--- src/rtl/xsg_pkg.sv ---
package xsg_pkg;

  typedef enum logic [1:0] {
    SY_IDLE,
    SY_PEND,
    SY_HOLD,
    SY_ALIGN
  } sync_st_e;

  // width of a counter that must hold the value n
  function automatic int unsigned cw(input int unsigned n);
    return (n < 2) ? 1 : $clog2(n + 1);
  endfunction

endpackage

--- src/rtl/xsg_arm.sv ---
module xsg_arm
  import xsg_pkg::*;
#(
  parameter int unsigned LEAD = 4
) (
  input  logic clk,
  input  logic rst,
  input  logic sync_en,
  input  logic t0,
  output logic rise_ok
);

  localparam int unsigned EW = cw(LEAD);

  logic [EW-1:0] en_cnt;
  logic          t0_q;

  // clocks spent in sync mode, saturating at LEAD
  always_ff @(posedge clk) begin
    if (rst) begin
      en_cnt <= '0;
      t0_q   <= 1'b0;
    end else begin
      t0_q <= t0;
      if (!sync_en)
        en_cnt <= '0;
      else if (en_cnt != EW'(LEAD))
        en_cnt <= en_cnt + 1'b1;
    end
  end

  assign rise_ok = sync_en && (en_cnt == EW'(LEAD)) && t0 && !t0_q;

endmodule

--- src/rtl/xsg_sync.sv ---
module xsg_sync
  import xsg_pkg::*;
#(
  parameter int unsigned MIN_HI = 4,
  parameter int unsigned DLY    = 2
) (
  input  logic clk,
  input  logic rst,
  input  logic sync_en,
  input  logic t0,
  input  logic rise_ok,
  output logic hold,
  output logic load,
  output logic abort
);

  localparam int unsigned HW = cw(MIN_HI);
  localparam int unsigned DW = cw(DLY);

  sync_st_e      st, st_n;
  logic [HW-1:0] hi, hi_n;
  logic [DW-1:0] dly, dly_n;
  logic          ab_n;

  always_comb begin
    st_n  = st;
    hi_n  = hi;
    dly_n = dly;
    ab_n  = abort;
    hold  = 1'b0;
    load  = 1'b0;
    if (!sync_en) begin
      st_n = SY_IDLE;
      load = (st == SY_HOLD) || (st == SY_ALIGN);
    end else begin
      unique case (st)
        SY_IDLE: begin
          if (rise_ok) begin
            ab_n = 1'b0;
            hi_n = HW'(1);
            if (MIN_HI <= 1) begin
              st_n = SY_HOLD;
              hold = 1'b1;
            end else begin
              st_n = SY_PEND;
            end
          end
        end
        SY_PEND: begin
          if (t0) begin
            hi_n = hi + 1'b1;
            if (HW'(hi + 1'b1) == HW'(MIN_HI)) begin
              st_n = SY_HOLD;
              hold = 1'b1;
            end
          end else begin
            st_n = SY_IDLE;
            ab_n = 1'b1;
          end
        end
        SY_HOLD: begin
          hold = 1'b1;
          if (!t0) begin
            st_n  = SY_ALIGN;
            dly_n = DW'(DLY - 1);
          end
        end
        SY_ALIGN: begin
          if (dly == '0) begin
            load = 1'b1;
            st_n = SY_IDLE;
          end else begin
            hold  = 1'b1;
            dly_n = dly - 1'b1;
          end
        end
        default: st_n = SY_IDLE;
      endcase
    end
  end

  always_ff @(posedge clk) begin
    if (rst) begin
      st    <= SY_IDLE;
      hi    <= '0;
      dly   <= '0;
      abort <= 1'b0;
    end else begin
      st    <= st_n;
      hi    <= hi_n;
      dly   <= dly_n;
      abort <= ab_n;
    end
  end

endmodule

--- src/rtl/xsg_seq.sv ---
module xsg_seq
  import xsg_pkg::*;
#(
  parameter int unsigned PHASES = 3,
  parameter int unsigned STATES = 5
) (
  input  logic                      clk,
  input  logic                      rst,
  input  logic                      hold,
  input  logic                      load,
  output logic [cw(STATES)-1:0]     tstate,
  output logic [cw(PHASES)-1:0]     phase,
  output logic                      cyc_stb,
  output logic                      adv_stb
);

  localparam int unsigned TW = cw(STATES);
  localparam int unsigned PW = cw(PHASES);

  logic [TW-1:0] ts_n;
  logic [PW-1:0] ph_n;
  logic          ph_wrap;

  assign ph_wrap = (phase == PW'(PHASES));

  always_comb begin
    ph_n = ph_wrap ? PW'(1) : phase + 1'b1;
    ts_n = tstate;
    if (ph_wrap)
      ts_n = (tstate == TW'(STATES)) ? TW'(1) : tstate + 1'b1;
  end

  // a machine cycle begins by plain counting on this edge
  assign adv_stb = !hold && !load && ph_wrap && (tstate == TW'(STATES));

  always_ff @(posedge clk) begin
    if (rst || load) begin
      tstate  <= TW'(1);
      phase   <= PW'(1);
      cyc_stb <= 1'b1;
    end else if (hold) begin
      tstate  <= '0;
      phase   <= '0;
      cyc_stb <= 1'b0;
    end else begin
      tstate  <= ts_n;
      phase   <= ph_n;
      cyc_stb <= (ts_n == TW'(1)) && (ph_n == PW'(1));
    end
  end

endmodule

--- src/rtl/xsg_warm.sv ---
module xsg_warm
  import xsg_pkg::*;
#(
  parameter int unsigned CYCLES = 5
) (
  input  logic clk,
  input  logic rst,
  input  logic hold,
  input  logic load,
  input  logic adv_stb,
  input  logic core_rst,
  output logic run_en
);

  localparam int unsigned CW = cw(CYCLES);

  logic [CW-1:0] cnt, cnt_n;

  always_comb begin
    cnt_n = cnt;
    if (load || hold)
      cnt_n = '0;
    else if (adv_stb && (cnt != CW'(CYCLES)))
      cnt_n = cnt + 1'b1;
  end

  always_ff @(posedge clk) begin
    if (rst) begin
      cnt    <= '0;
      run_en <= 1'b0;
    end else begin
      cnt    <= cnt_n;
      run_en <= !core_rst && (cnt_n == CW'(CYCLES));
    end
  end

endmodule

--- src/rtl/xtal_state_gen.sv ---
module xtal_state_gen
  import xsg_pkg::*;
#(
  parameter int unsigned PHASES    = 3,
  parameter int unsigned STATES    = 5,
  parameter int unsigned EN_LEAD   = 4,
  parameter int unsigned SYNC_MIN  = 4,
  parameter int unsigned ALIGN_DLY = 2,
  parameter int unsigned WARM_CYC  = 5
) (
  input  logic                  clk,
  input  logic                  rst,
  input  logic                  sync_en,
  input  logic                  t0,
  input  logic                  core_rst,
  output logic [cw(STATES)-1:0] tstate,
  output logic [cw(PHASES)-1:0] phase,
  output logic                  cyc_stb,
  output logic                  run_en,
  output logic                  sync_abort
);

  logic rise_ok;
  logic hold;
  logic load;
  logic adv_stb;

  xsg_arm #(.LEAD(EN_LEAD)) u_arm (
    .clk     (clk),
    .rst     (rst),
    .sync_en (sync_en),
    .t0      (t0),
    .rise_ok (rise_ok)
  );

  xsg_sync #(.MIN_HI(SYNC_MIN), .DLY(ALIGN_DLY)) u_sync (
    .clk     (clk),
    .rst     (rst),
    .sync_en (sync_en),
    .t0      (t0),
    .rise_ok (rise_ok),
    .hold    (hold),
    .load    (load),
    .abort   (sync_abort)
  );

  xsg_seq #(.PHASES(PHASES), .STATES(STATES)) u_seq (
    .clk     (clk),
    .rst     (rst),
    .hold    (hold),
    .load    (load),
    .tstate  (tstate),
    .phase   (phase),
    .cyc_stb (cyc_stb),
    .adv_stb (adv_stb)
  );

  xsg_warm #(.CYCLES(WARM_CYC)) u_warm (
    .clk      (clk),
    .rst      (rst),
    .hold     (hold),
    .load     (load),
    .adv_stb  (adv_stb),
    .core_rst (core_rst),
    .run_en   (run_en)
  );

endmodule

--- config.mk ---
export PLATFORM = sky130hd
export DESIGN_NAME = xtal_state_gen
export DESIGN_NICKNAME = d
export VERILOG_FILES = /design/src/rtl/xsg_pkg.sv /design/src/rtl/xsg_arm.sv /design/src/rtl/xsg_sync.sv /design/src/rtl/xsg_seq.sv /design/src/rtl/xsg_warm.sv /design/src/rtl/xtal_state_gen.sv
export SDC_FILE = /design/constraint.sdc
export NUM_CORES = 1
export LEC_CHECK = 0
export BUFFER_PORTS_ARGS = -buffer_cell sky130_fd_sc_hd__buf_2
export CAP_MARGIN = 20
export CORE_ASPECT_RATIO = 1.25
export CORE_UTILIZATION = 35
export DETAILED_ROUTE_END_ITERATION = 10
export SYNTH_ARGS = -nofsm -noshare
export SYNTH_HDL_FRONTEND = slang
export SYNTH_SLANG_ARGS = --single-unit
--- constraint.sdc ---
create_clock -name clk -period 1.95 [get_ports clk]
set_input_delay 0.2925 -clock clk [delete_from_list [all_inputs] [get_ports clk]]
set_output_delay 0.2925 -clock clk [all_outputs]
set_load 0.01 [all_outputs]
-- Yosys cells after proc, flatten, opt, wreduce, memory -nomap -nowiden
Cells that the tools add are included.
- mux-type cells: 31
- reductions and logical operators: 26
- add/subtract/negate cells: 6
- bitwise gates (word level): 1
- eq/ne operators: 19
- operators by type and width (kind ; count):
    3-bit 2-to-1 mux ; 6
    2-bit 2-to-1 mux ; 8
    4-bit AND reduction ; 4
    3-bit by 1-bit adder with 3-bit output (second input constant) ; 4
    3-bit equality test (second input constant) ; 4
    1-bit 2-to-1 mux ; 12
    2-bit != test (second input constant) ; 6
    1-bit logical AND ; 9
    2-bit case mux with 4 select lines ; 1
    2-bit equality test (second input constant) ; 3
    3-bit != test (second input constant) ; 2
    3-bit case mux with 2 select lines ; 1
    2-bit by 1-bit equality test with 1-bit output (second input constant) ; 2
    1-bit zero test ; 4
    2-bit zero test ; 2
    2-bit case mux with 2 select lines ; 1
    2-bit nonzero test ; 2
    2-bit OR reduction ; 2
    3-bit by 1-bit equality test with 1-bit output (second input constant) ; 1
    1-bit logical OR ; 3
    3-bit by 2-bit != test with 1-bit output (second input constant) ; 1
    1-bit case mux with 3 select lines ; 1
    2-bit by 1-bit adder with 2-bit output (second input constant) ; 1
    1-bit case mux with 2 select lines ; 1
    2 further kinds ; 2
- register bits after elaboration: 22
- input bits: 5
- logic and storage cells: 96

-- Depth between registers and ports, before layout
Gate-level depths: netlist of run 1.
- depth in word-level cells: 15
- gate-level depth with buffers: 6
- gate-level depth less buffers: 6

-- By module
A second synthesis of run 1 with hierarchy kept.
- cells, all modules: 131
- area, all modules: 1229.9 sq um
- by module, submodules not included (module ; sequential area each (sq um) ; instances ; area an instance (sq um) ; cells each):
    xsg_sync ; 160.2 ; 1 ; 554.3 ; 59
    xsg_seq ; 120.1 ; 1 ; 271.5 ; 31
    xsg_warm ; 80.1 ; 1 ; 207.7 ; 20
    xsg_arm ; 80.1 ; 1 ; 196.4 ; 21

-- Least setup slack after synthesis of run 1
Ideal clock, no wire load.
- path kind: flip-flop to flip-flop
- from: register u_sync.dly[0]
- to: register u_sync.dly[1]
- required time: 1.884 ns
- data arrival time: 1.354 ns
- buffers on the path: 0
- setup time: 0.066 ns
- cell stages (with the launch flop): 7
- path slack: 0.530 ns
- path through: dfxtp_1 inv_1 ha_1 a21boi_4 o211ai_2 or3_1 a21oi_2
- word-level cells in the longest chain between the ends: 3
- ends and longest elaborated chain (item ; RTL line ; source):
    from (decl) ; xsg_sync.sv:22 ; logic [DW-1:0] dly, dly_n;
    from (signal assigned) ; xsg_sync.sv:91 ; dly <= dly_n;
    2-bit by 1-bit subtractor with 2-bit output / 2-bit zero test (equally long branches) ; xsg_sync.sv:74, xsg_sync.sv:69 ;
    2-bit 2-to-1 mux / 2-bit != test (equally long branches) ; - ;
    2-bit case mux with 2 select lines / 4-bit AND reduction (equally long branches) ; - ;
Parallel ways exist; a longest one is shown, timed or not. The select of a mux whose other input is x is not followed.
A chain may end at the register's enable or synchronous reset.

-- Worst setup path after layout of run 1
- from: register u_sync.hi[0]
- to: register u_warm.cnt[2]
- word-level cells in the longest chain between the ends: 13
- ends and longest elaborated chain (item ; RTL line ; source):
    from (decl) ; xsg_sync.sv:21 ; logic [HW-1:0] hi, hi_n;
    from (signal assigned) ; xsg_sync.sv:90 ; hi <= hi_n;
    3-bit by 1-bit adder with 3-bit output (*) ; xsg_sync.sv:52 ; if (HW'(hi + 1'b1) == HW'(MIN_HI)) begin
    3-bit equality test (*) ; xsg_sync.sv:52 ;
    1-bit 2-to-1 mux (*) ; xsg_sync.sv:52 ;
    1-bit 2-to-1 mux (*) ; xsg_sync.sv:50 ; if (t0) begin
    1-bit case mux with 3 select lines (*) ; xsg_sync.sv:36 ; unique case (st)
    1-bit 2-to-1 mux (*) ; xsg_sync.sv:32 ; if (!sync_en) begin
    1-bit zero test ; xsg_seq.sv:34 ; assign adv_stb = !hold && !load && ph_wrap && (tstate == TW'(STATES));
    1-bit logical AND (3 in a row) ; xsg_seq.sv:34 ;
    1-bit logical AND ; xsg_warm.sv:23 ; else if (adv_stb && (cnt != CW'(CYCLES)))
    3-bit 2-to-1 mux ; xsg_warm.sv:23 ;
    3-bit 2-to-1 mux (*) ; xsg_warm.sv:21 ; if (load || hold)
    to (signal assigned) ; xsg_warm.sv:32 ; cnt <= cnt_n;
    to (decl) ; xsg_warm.sv:17 ; logic [CW-1:0] cnt, cnt_n;
Mark *: on every way between the ends. The rest lies on a longest branch, timed or not.

==> out/metrics.yaml, run 1 <==
drt:
  drc: 0
  wl_um: 2000
  num_vias: 877
  viasPerCell: 5.04
  drt_iter0_markers: 27
  wl_per_cell_um: 11.5
  postRouteAntennaNets: 0
  drt_pass1_iterations: 4
timing:
  worst_pin_slew_ns: 0.625
  rsz0062_at_grt: "false"
  fin_setup_tns_ns: 0
  setup_viol: 0
  fin_skew_ns: 0.00614
  setup_slack_ns: 0.293
  fin_crit_sh: 0.850
  timing_hold_violations_final: 0
  drv_slew: 0
  relSlewSlack: 0.581
  fmax_mhz: 603
  period_minus_slack_ns: 1.66
critical_path:
  worstPathArrival_ns: 1.83
  rrSetupSlack_ns: 0.29
  path_max_fanout: 7
  critPathKind: "flip-flop to flip-flop"
  start_kind: "flip-flop"
  cp.required_ns: 2.13
  end_kind: "flip-flop"
  reg2regPathDepth: 5
  regToRegStartpoint: "u_sync.hi[0]$_SDFFE_PP0P_"
  r2r_end: "u_warm.cnt[2]$_SDFF_PP0_"
yosys:
  synth_top_area_share: 0.396
  syn-num-nets: 139
  syn_avg_cell_area_um2: 8.90
  synth_area_mm2: 0.00111
  ys_types: 34
  synth_top_cell_by_area: "dfxtp_1"
  yosys_warnings: 0
  synth_area_leaders: "dfxtp_1 (40%), ha_1 (10%), nand2_1 (5.4%)"
  syn_inst: 125
  synth-seq-cells: 22
  yosysSeqAreaShare: 0.396
global_route:
  grt_pass1_wl_um: 3510
  grt_start_max_net_pins: 12
  first_global_vias: 852
  grtUsageTotal: 0.133
  grt-ovfl-total: 0
  antenna_found_initial: 0
clock_tree:
  cts.clk_slew.worst_paths_ns: 0.12
  clkLatencyLatePin_ns: 0.30
  cts_buffers: 3
  cts_sinks: 22
  post_cts_resized: 0
  cts_buffer_depth: 2
  hold_buffers: 0
  h-tree-depth: 1
  cts_tree: "done"
  cts_setup_buffers: 0
  clockRootBuffer: "clkbuf_4"
final_layout:
  final_common_cell: "dfxtp_1"
  layout-drive-gt1-share: 0.167
  nFillCells: 314
  fin_cells: 174
  regArea_um2: 440
  diodes: 0
  mostFrequentLayoutCells: "dfxtp_1 (22), nand2_1 (16), nor2_1 (15), buf_2 (12), a21oi_1 (10)"
  nets: 154
  area_growth_pct: 9.11
  multiInputGateArea_um2: 604
  final_cell_area_mm2: 0.00121
die:
  io_pins: 13
  die_w_um: 52.4
  chipHeight_um: 65.0
  die_area_mm2: 0.00341
  core_mm2: 0.00297
  start_util: 0.374
  rows: 22
run_status:
  status: "complete, no violations"
min_path:
  hp-start: "core_rst"
  whs_endpoint: "u_warm.run_en$_SDFF_PP0_"
  hold_depth: 2
  hold_class: "input port to flip-flop"
place:
  gp_congestion: 0.795
  dp.cells: 171
  port_buffers: 12
  place_area_mm2: 0.00119
  dp_slack_ns: 0.325
  dp.final_hpwl_um: 1510
flow_run:
  drv_cap: 0
power:
  cellLeakagePower_nw: 0.502
  pwr_density_cell_mw_per_mm2: 696
  ir_drop_uv: 338
## how the worst max path moves through the flow
stage	cells after the start	slack (ns)	end	startpoint
after global routing	5	0.19	u_warm.cnt[2]$_SDFF_PP0_	u_sync.hi[0]$_SDFFE_PP0P_
final	5	0.29	u_warm.cnt[2]$_SDFF_PP0_	u_sync.hi[0]$_SDFFE_PP0P_
after floorplan	6	0.53	u_sync.dly[1]$_SDFFE_PP0P_	u_sync.dly[0]$_SDFFE_PP0P_
after detailed placement	5	0.32	u_warm.cnt[2]$_SDFF_PP0_	u_sync.hi[0]$_SDFFE_PP0P_
after CTS	5	0.31	u_warm.cnt[2]$_SDFF_PP0_	u_sync.hi[0]$_SDFFE_PP0P_
after global placement	5	0.34	u_seq.tstate[2]$_SDFF_PP0_	u_sync.hi[0]$_SDFFE_PP0P_
## per-layer routing
metal  vias up  track usage  share of wire  wire length, um
li1        457            -              -                -
met1       409        0.169           0.50              993
met2        11        0.226           0.48              959
met3         0       0.0211          0.022               44
met4         0       0.0395              0                0
met5         -            0              0                0
## where the power goes
| part | leakage, nW | total, mW | internal (mW) | switching (mW) |
|---|---|---|---|---|
| clock network | 0.0138 | 0.200 | 0.0719 | 0.128 |
| logic | 0.309 | 0.148 | 0.0654 | 0.0829 |
| registers | 0.179 | 0.497 | 0.477 | 0.0206 |
| total | 0.502 | 0.845 | 0.614 | 0.231 |
## kinds of logic (layout without fill, tap and decap cells)
logic type / after synthesis / count (layout) / synth area share
AOI/OAI and AO/OA: 26 / 26 / 0.175
adders and majority gates: 9 / 9 / 0.101
xor gates and xnor gates: 4 / 4 / 0.0315
DFF: 22 / 22 / 0.396
and+or+nand+nor: 50 / 50 / 0.216
buffers and inverters: 12 / 25 / 0.0607
muxes: 2 / 2 / 0.0191
## stage by stage
step / hold slack (ns) / power, mW / utilization
final: 0.156 / 0.845 / 0.408
after floorplan: 0.372 / 0.605 / -
after global routing: 0.138 / 0.906 / 0.408
after global placement: 0.453 / 0.652 / 0.401
after detailed placement: 0.456 / 0.657 / 0.401
after CTS: 0.143 / 0.860 / 0.408
## area by class of cell
type	instances	share of cell area
clock buffer	3	0.0186
inverter	9	0.0278
multi-input combinational	91	0.498
sequential	22	0.363
tap	36	0.0371
timing repair buffer	13	0.0557
## synthesized netlist by cell type
| cell type | number |
|---|---|
| a2111oi_2 | 1 |
| a21boi_4 | 1 |
| a21o_1 | 1 |
| a21oi_1 | 10 |
| a21oi_2 | 1 |
| a221oi_1 | 1 |
| a311oi_1 | 1 |
| a32oi_1 | 1 |
| a41o_1 | 1 |
| a41oi_1 | 1 |
| and3b_1 | 3 |
| and4b_1 | 1 |
| buf_6 | 3 |
| dfxtp_1 | 22 |
| ha_1 | 9 |
| inv_1 | 9 |
| mux2_2 | 1 |
| mux2i_1 | 1 |
| nand2_1 | 16 |
| nand2b_1 | 1 |
| nand3_1 | 4 |
| nand4b_1 | 1 |
| nor2_1 | 15 |
| nor2b_1 | 4 |
| nor3_1 | 3 |
| o211ai_2 | 1 |
| o21ai_0 | 3 |
| o21ai_1 | 1 |
| o21ai_2 | 1 |
| o221ai_1 | 1 |
| or2_2 | 1 |
| or3_1 | 1 |
| xnor2_1 | 1 |
| xor2_1 | 3 |
## worst max-delay path: stages, from the launching register on
cell     delay (ns)
dfxtp_1        0.40
ha_1           0.22
xor2_1         0.20
nand2_1        0.09
o21ai_1        0.52
nor2_1         0.11
## registers in the layout, indices dropped and copies added, names as in the netlist, named ones only
name and cells:
u_arm.en_cnt 3, u_arm.t0_q 1, u_seq.cyc_stb 1, u_seq.phase 2, u_seq.tstate 3, u_sync.abort 1, u_sync.dly 2, u_sync.hi 3
u_sync.st 1, u_warm.cnt 3, u_warm.run_en 1
No activity file was read; power rests on OpenSTA's default activity.
==> run 2, diff against run 1 <==
Clock period 1.95 ns to 1.7 ns, I/O delays scaled along.
==> run 2 against run 1 <==
Flip-flop and latch count stayed put. Total power is 22% higher. Non-clock buffer count is 1 higher. Die area stayed put. Sequential power is 15% higher. Clock skew hardly changed. Critical path type unchanged. Via count is 1.5% higher.
==> out/metrics.yaml, run 2 (synthesized netlist as in run 1, its figures left out) <==
power:
  p_int_uw: 753  # was 614 uW
  p_total_mw: 1.03  # was 845 uW
  switching_share: 0.267  # was 0.274
  ir_drop_uv: 377  # was 338 uV
  p_switching_uw: 274  # was 231 uW
  p_seq_frac: 0.554  # was 0.588
  cellLeakagePower_nw: 0.514  # was 0.502 nW
  p_clk_frac: 0.282  # was 0.236
  p_comb_frac: 0.163  # was 0.175
  pwr_density_cell_mw_per_mm2: 832  # was 696 mW/mm2
clock_tree:
  clkLatencyLatePin_ns: 0.30  # about the same
  h-tree-depth: 1  # unchanged
  cts_tree: "done"  # unchanged
  cts.clk_slew.worst_paths_ns: 0.13  # was 0.12 ns
  cts_buffers: 3  # unchanged
  cts_buffer_depth: 2  # unchanged
  clockRootBuffer: "clkbuf_4"  # unchanged
  cts_setup_buffers: 0  # unchanged
  hold_buffers: 0  # unchanged
  post_cts_resized: 0  # unchanged
  cts_sinks: 22  # unchanged
drt:
  met2_length_um: 1010  # was 959 um
  viasPerCell: 5.06  # was 5.04
  wl_per_cell_um: 12.0  # was 11.5 um
  wl_met1_um: 1010  # was 993 um
  dr_wl_met3_um: 53  # was 44 um
  postRouteAntennaNets: 0  # unchanged
  drt_pass1_iterations: 4  # unchanged
  drt_iter0_markers: 21  # was 27
  drc: 0  # unchanged
  wl_um: 2110  # was 2000 um
  num_vias: 890  # was 877
  top_layer: "met4"  # was met3
critical_path:
  critPathKind: "flip-flop to flip-flop"  # unchanged
  rrSetupSlack_ns: 0.16  # was 0.29 ns
  crit_buf_inv: 1  # was 0
  end_kind: "flip-flop"  # unchanged
  reg2regPathDepth: 6  # was 5
  cp_num_cells: 6  # was 5
  start_kind: "flip-flop"  # unchanged
  path_max_fanout: 3  # was 7
  worstPathArrival_ns: 1.79  # was 1.83 ns
  cp.required_ns: 1.95  # was 2.13 ns
  crit_slowest_cell: "or3_1"  # was o21ai_1
  cp_cell_sequence: "inv_1 > ha_1 > a21boi_4 > o211ai_2 > or3_1 > a21oi_2"  # was ha_1 > xor2_1 > nand2_1 > o21ai_1 > nor2_1
  cp_top_family: "compound AO/OA/AOI/OAI gates"  # unchanged
  cpPeakStageDelay_ns: 0.37  # was 0.52 ns
flow_run:
  drv_cap: 0  # unchanged
die:
  rows: 22  # unchanged
  die_area_mm2: 0.00341  # unchanged
  core_mm2: 0.00297  # unchanged
  chipHeight_um: 65.0  # unchanged
  io_pins: 13  # unchanged
  die_w_um: 52.4  # unchanged
  start_util: 0.374  # unchanged
final_layout:
  nFillCells: 306  # was 314
  area_growth_pct: 11.0  # was 9.11%
  diodes: 0  # unchanged
  nets: 155  # was 154
  layout-drive-gt1-share: 0.179  # was 0.167
  mostFrequentLayoutCells: "dfxtp_1 (22), nand2_1 (16), nor2_1 (15), buf_2 (12), a21oi_1 (10)"  # unchanged
  multiInputGateArea_um2: 604  # unchanged
  final_common_cell: "dfxtp_1"  # unchanged
  regArea_um2: 440  # unchanged
timing:
  worst_pin_slew_ns: 0.328  # was 0.625 ns
  whs_ns: 0.109  # was 0.156 ns
  period_minus_slack_ns: 1.54  # was 1.66 ns
  timing_hold_violations_final: 0  # unchanged
  drv_slew: 0  # unchanged
  fin_crit_sh: 0.905  # was 0.850
  relSlewSlack: 0.781  # was 0.581
  fin_setup_tns_ns: 0  # unchanged
  fin_skew_ns: 0.00642  # was 0.00614 ns
  setup_viol: 0  # unchanged
  rsz0062_at_grt: "false"  # unchanged
  fmax_mhz: 650  # was 603 MHz
global_route:
  grt_start_max_net_pins: 13  # was 12
  grtUsageTotal: 0.142  # was 0.133
  grt_pass1_wl_um: 3710  # was 3510 um
  grt-ovfl-total: 0  # unchanged
  antenna_found_initial: 0  # unchanged
  first_global_vias: 865  # was 852
place:
  gp_congestion: 0.823  # was 0.795
  dp.final_hpwl_um: 1590  # was 1510 um
  port_buffers: 12  # unchanged
run_status:
  status: "complete, no violations"  # unchanged
min_path:
  hold_class: "input port to flip-flop"  # unchanged
  hold_depth: 2  # unchanged
[run 2: cell types whose count changed in the layout (fill, tap and decap cells not counted), sizes merged]
cell,before,now
buf,13,14
clkbuf,3,4
[run 2: final cells by class]
type | count | area share
clock buffers | 4 | 0.0294
inverters | 9 | 0.0274
multi-input cells | 91 | 0.489
flip-flops and latches | 22 | 0.357
well taps | 36 | 0.0365
repair buffers | 14 | 0.0608
[run 2: stage by stage]
stage / std cells / worst slack [ns] / util / cell area [um2]
floorplan: 125 / 0.280 / - / 1110
global placement: 172 / 0.240 / 0.403 / 1200
detailed placement: 172 / 0.171 / 0.403 / 1200
CTS: 176 / 0.144 / 0.415 / 1230
global route: 176 / 0.0278 / 0.415 / 1230
finish: 176 / 0.162 / 0.415 / 1230
[run 2: worst paths after layout]
kind / to / startpoint
max: u_sync.dly[1]$_SDFFE_PP0P_ / u_sync.dly[0]$_SDFFE_PP0P_
min: u_warm.run_en$_SDFF_PP0_ / core_rst
max reg2reg: u_sync.dly[1]$_SDFFE_PP0P_ / u_sync.dly[0]$_SDFFE_PP0P_
min reg2reg: u_sync.dly[1]$_SDFFE_PP0P_ / u_sync.dly[1]$_SDFFE_PP0P_
[run 2: power groups by stage]
stage	Sequential (mW)	Clock, mW	Combinational [mW]
3_5_place_dp	0.582	0	0.169
5_1_grt	0.575	0.331	0.195
4_1_cts	0.570	0.300	0.172
6_report	0.570	0.290	0.168
3_3_place_gp	0.580	0	0.167
2_1_floorplan	0.593	0	0.102
[run 2: metal layers]
metal | track usage | vias to the layer above
met4 | 0.0592 | 0
met3 | 0.0211 | 4
met5 | 0 | -
met1 | 0.175 | 411
li1 | - | 462
met2 | 0.237 | 13
==> run 3, diff against run 2 <==
Settings changed: HOLD_SLACK_MARGIN set to 0.12.
==> run 3 against run 2 <==
Worst setup slack unchanged. Die area unchanged. Register-to-register slack about the same. Via count up 0.22%. Clock skew unchanged. Routed wire length up 0.43%.
==> out/metrics.yaml, run 3 (synthesized netlist as in run 1, its figures left out) <==
final_layout:
  layout-drive-gt1-share: 0.177  # was 0.179
  diodes: 0  # unchanged
  nets: 156  # was 155
  post-route-util: 0.419  # was 0.415
  area_growth_pct: 11.9  # was 11.0%
  final_common_cell: "dfxtp_1"  # unchanged
  mostFrequentLayoutCells: "dfxtp_1 (22), nand2_1 (16), nor2_1 (15), buf_2 (12), a21oi_1 (10)"  # unchanged
timing:
  fin_crit_sh: 0.905  # unchanged
  period_minus_slack_ns: 1.54  # unchanged
  setup_viol: 0  # unchanged
  relSlewSlack: 0.781  # unchanged
  drv_slew: 0  # unchanged
  rsz0062_at_grt: "false"  # unchanged
  fmax_mhz: 650  # unchanged
  timing_hold_violations_final: 0  # unchanged
  worst_pin_slew_ns: 0.328  # unchanged
  fin_skew_ns: 0.00642  # unchanged
  fin_setup_tns_ns: 0  # unchanged
critical_path:
  crit_slowest_cell: "or3_1"  # unchanged
  cp_top_family: "compound AO/OA/AOI/OAI gates"  # unchanged
  rrSetupSlack_ns: 0.16  # about the same
  worstPathArrival_ns: 1.79  # about the same
  path_max_fanout: 3  # unchanged
  reg2regPathDepth: 6  # unchanged
  cpPeakStageDelay_ns: 0.37  # about the same
  regToRegStartpoint: "u_sync.dly[0]$_SDFFE_PP0P_"  # unchanged
  crit_buf_inv: 1  # unchanged
  critPathKind: "flip-flop to flip-flop"  # unchanged
  cp.required_ns: 1.95  # about the same
  cp_cell_sequence: "inv_1 > ha_1 > a21boi_4 > o211ai_2 > or3_1 > a21oi_2"  # unchanged
  r2r_end: "u_sync.dly[1]$_SDFFE_PP0P_"  # unchanged
  end_kind: "flip-flop"  # unchanged
  start_kind: "flip-flop"  # unchanged
place:
  port_buffers: 12  # unchanged
  gp_congestion: 0.823  # unchanged
  dp.final_hpwl_um: 1590  # unchanged
clock_tree:
  cts.clk_slew.worst_paths_ns: 0.13  # about the same
  clkLatencyLatePin_ns: 0.30  # about the same
  h-tree-depth: 1  # unchanged
  clockRootBuffer: "clkbuf_4"  # unchanged
  cts_tree: "done"  # unchanged
  cts_sinks: 22  # unchanged
  cts_buffers: 3  # unchanged
  cts_buffer_depth: 2  # unchanged
die:
  chipHeight_um: 65.0  # unchanged
  core_mm2: 0.00297  # unchanged
  start_util: 0.374  # unchanged
  io_pins: 13  # unchanged
  die_w_um: 52.4  # unchanged
  die_area_mm2: 0.00341  # unchanged
  rows: 22  # unchanged
min_path:
  hold_depth: 2  # unchanged
  whs_endpoint: "u_sync.dly[1]$_SDFFE_PP0P_"  # was u_warm.run_en$_SDFF_PP0_
  hold_class: "input port to flip-flop"  # unchanged
  hp-start: "rst"  # was core_rst
drt:
  num_vias: 892  # was 890
  drc: 0  # unchanged
  wl_per_cell_um: 12.0  # about the same
  drt_iter0_markers: 21  # unchanged
  drt_pass1_iterations: 4  # unchanged
  wl_um: 2120  # was 2110 um
  viasPerCell: 5.04  # was 5.06
  postRouteAntennaNets: 0  # unchanged
global_route:
  grt_pass1_wl_um: 3710  # unchanged
  antenna_found_initial: 0  # unchanged
  grt_start_max_net_pins: 13  # unchanged
  first_global_vias: 865  # unchanged
  grtUsageTotal: 0.142  # unchanged
  grt-ovfl-total: 0  # unchanged
flow_run:
  drv_cap: 0  # unchanged
power:
  ir_drop_uv: 377  # about the same
  pwr_density_cell_mw_per_mm2: 826  # was 832 mW/mm2
  cellLeakagePower_nw: 0.518  # was 0.514 nW
run_status:
  status: "complete, no violations"  # unchanged
==> run 3: changes by cell type in the layout (fill, tap and decap cells not counted) <==
cell / change
dlygate4sd3_1: +1
==> run 3: cell type report <==
| class | instances | area (um2) |
|---|---|---|
| Clock buffer | 4 | 36.3 |
| Fill cell | 305 | 1730 |
| Inverter | 9 | 33.8 |
| Multi-Input combinational cell | 91 | 604 |
| Sequential cell | 22 | 440 |
| Tap cell | 36 | 45.0 |
| Timing Repair Buffer | 15 | 85.1 |
==> run 3: what timing repair did <==
| action | in CTS | in global routing |
|---|---|---|
| buffers inserted | 0 | 0 |
| hold buffers | 1 | 0 |
| gates resized for setup | 0 | 0 |
| endpoints found under the hold margin | 1 | 0 |
==> run 3: how the worst max path moves through the flow <==
stage / from / to / cells after the start
after floorplan: u_sync.dly[0]$_SDFFE_PP0P_ / u_sync.dly[1]$_SDFFE_PP0P_ / 6
after global placement: u_sync.hi[0]$_SDFFE_PP0P_ / u_seq.cyc_stb$_SDFF_PP1_ / 5
after detailed placement: u_sync.hi[0]$_SDFFE_PP0P_ / u_seq.cyc_stb$_SDFF_PP1_ / 5
after CTS: u_sync.hi[0]$_SDFFE_PP0P_ / u_seq.cyc_stb$_SDFF_PP1_ / 5
after global routing: u_sync.hi[0]$_SDFFE_PP0P_ / u_seq.cyc_stb$_SDFF_PP1_ / 5
final: u_sync.dly[0]$_SDFFE_PP0P_ / u_sync.dly[1]$_SDFFE_PP0P_ / 6
==> run 3: where the power goes <==
part | switching [mW] | internal [mW]
Clock | 0.159 | 0.131
Combinational | 0.0921 | 0.0773
Sequential | 0.0227 | 0.547
==> run 3: worst reg2reg max path, stage by stage (launching register included) <==
cell,delay [ns]
dfxtp_1,0.35
inv_1,0.06
ha_1,0.25
a21boi_4,0.21
o211ai_2,0.12
or3_1,0.37
a21oi_2,0.13
==> run 3: through the flow <==
| step | setup slack [ns] | area (um2) | hold WS (ns) | std cells | power (mW) |
|---|---|---|---|---|---|
| final | 0.162 | 1240 | 0.232 | 177 | 1.03 |
| after global placement | 0.240 | 1200 | 0.436 | 172 | 0.748 |
| after CTS | 0.144 | 1240 | 0.226 | 177 | 1.04 |
| after floorplan | 0.280 | 1110 | 0.335 | 125 | 0.695 |
| after detailed placement | 0.171 | 1200 | 0.437 | 172 | 0.751 |
| after global routing | 0.0278 | 1240 | 0.226 | 177 | 1.10 |
==> run 3: per-layer routing <==
metal,GRT usage,wire length (um)
met3,0.0211,50
met4,0.0592,34
met5,0,0
met2,0.237,1020
met1,0.175,1020
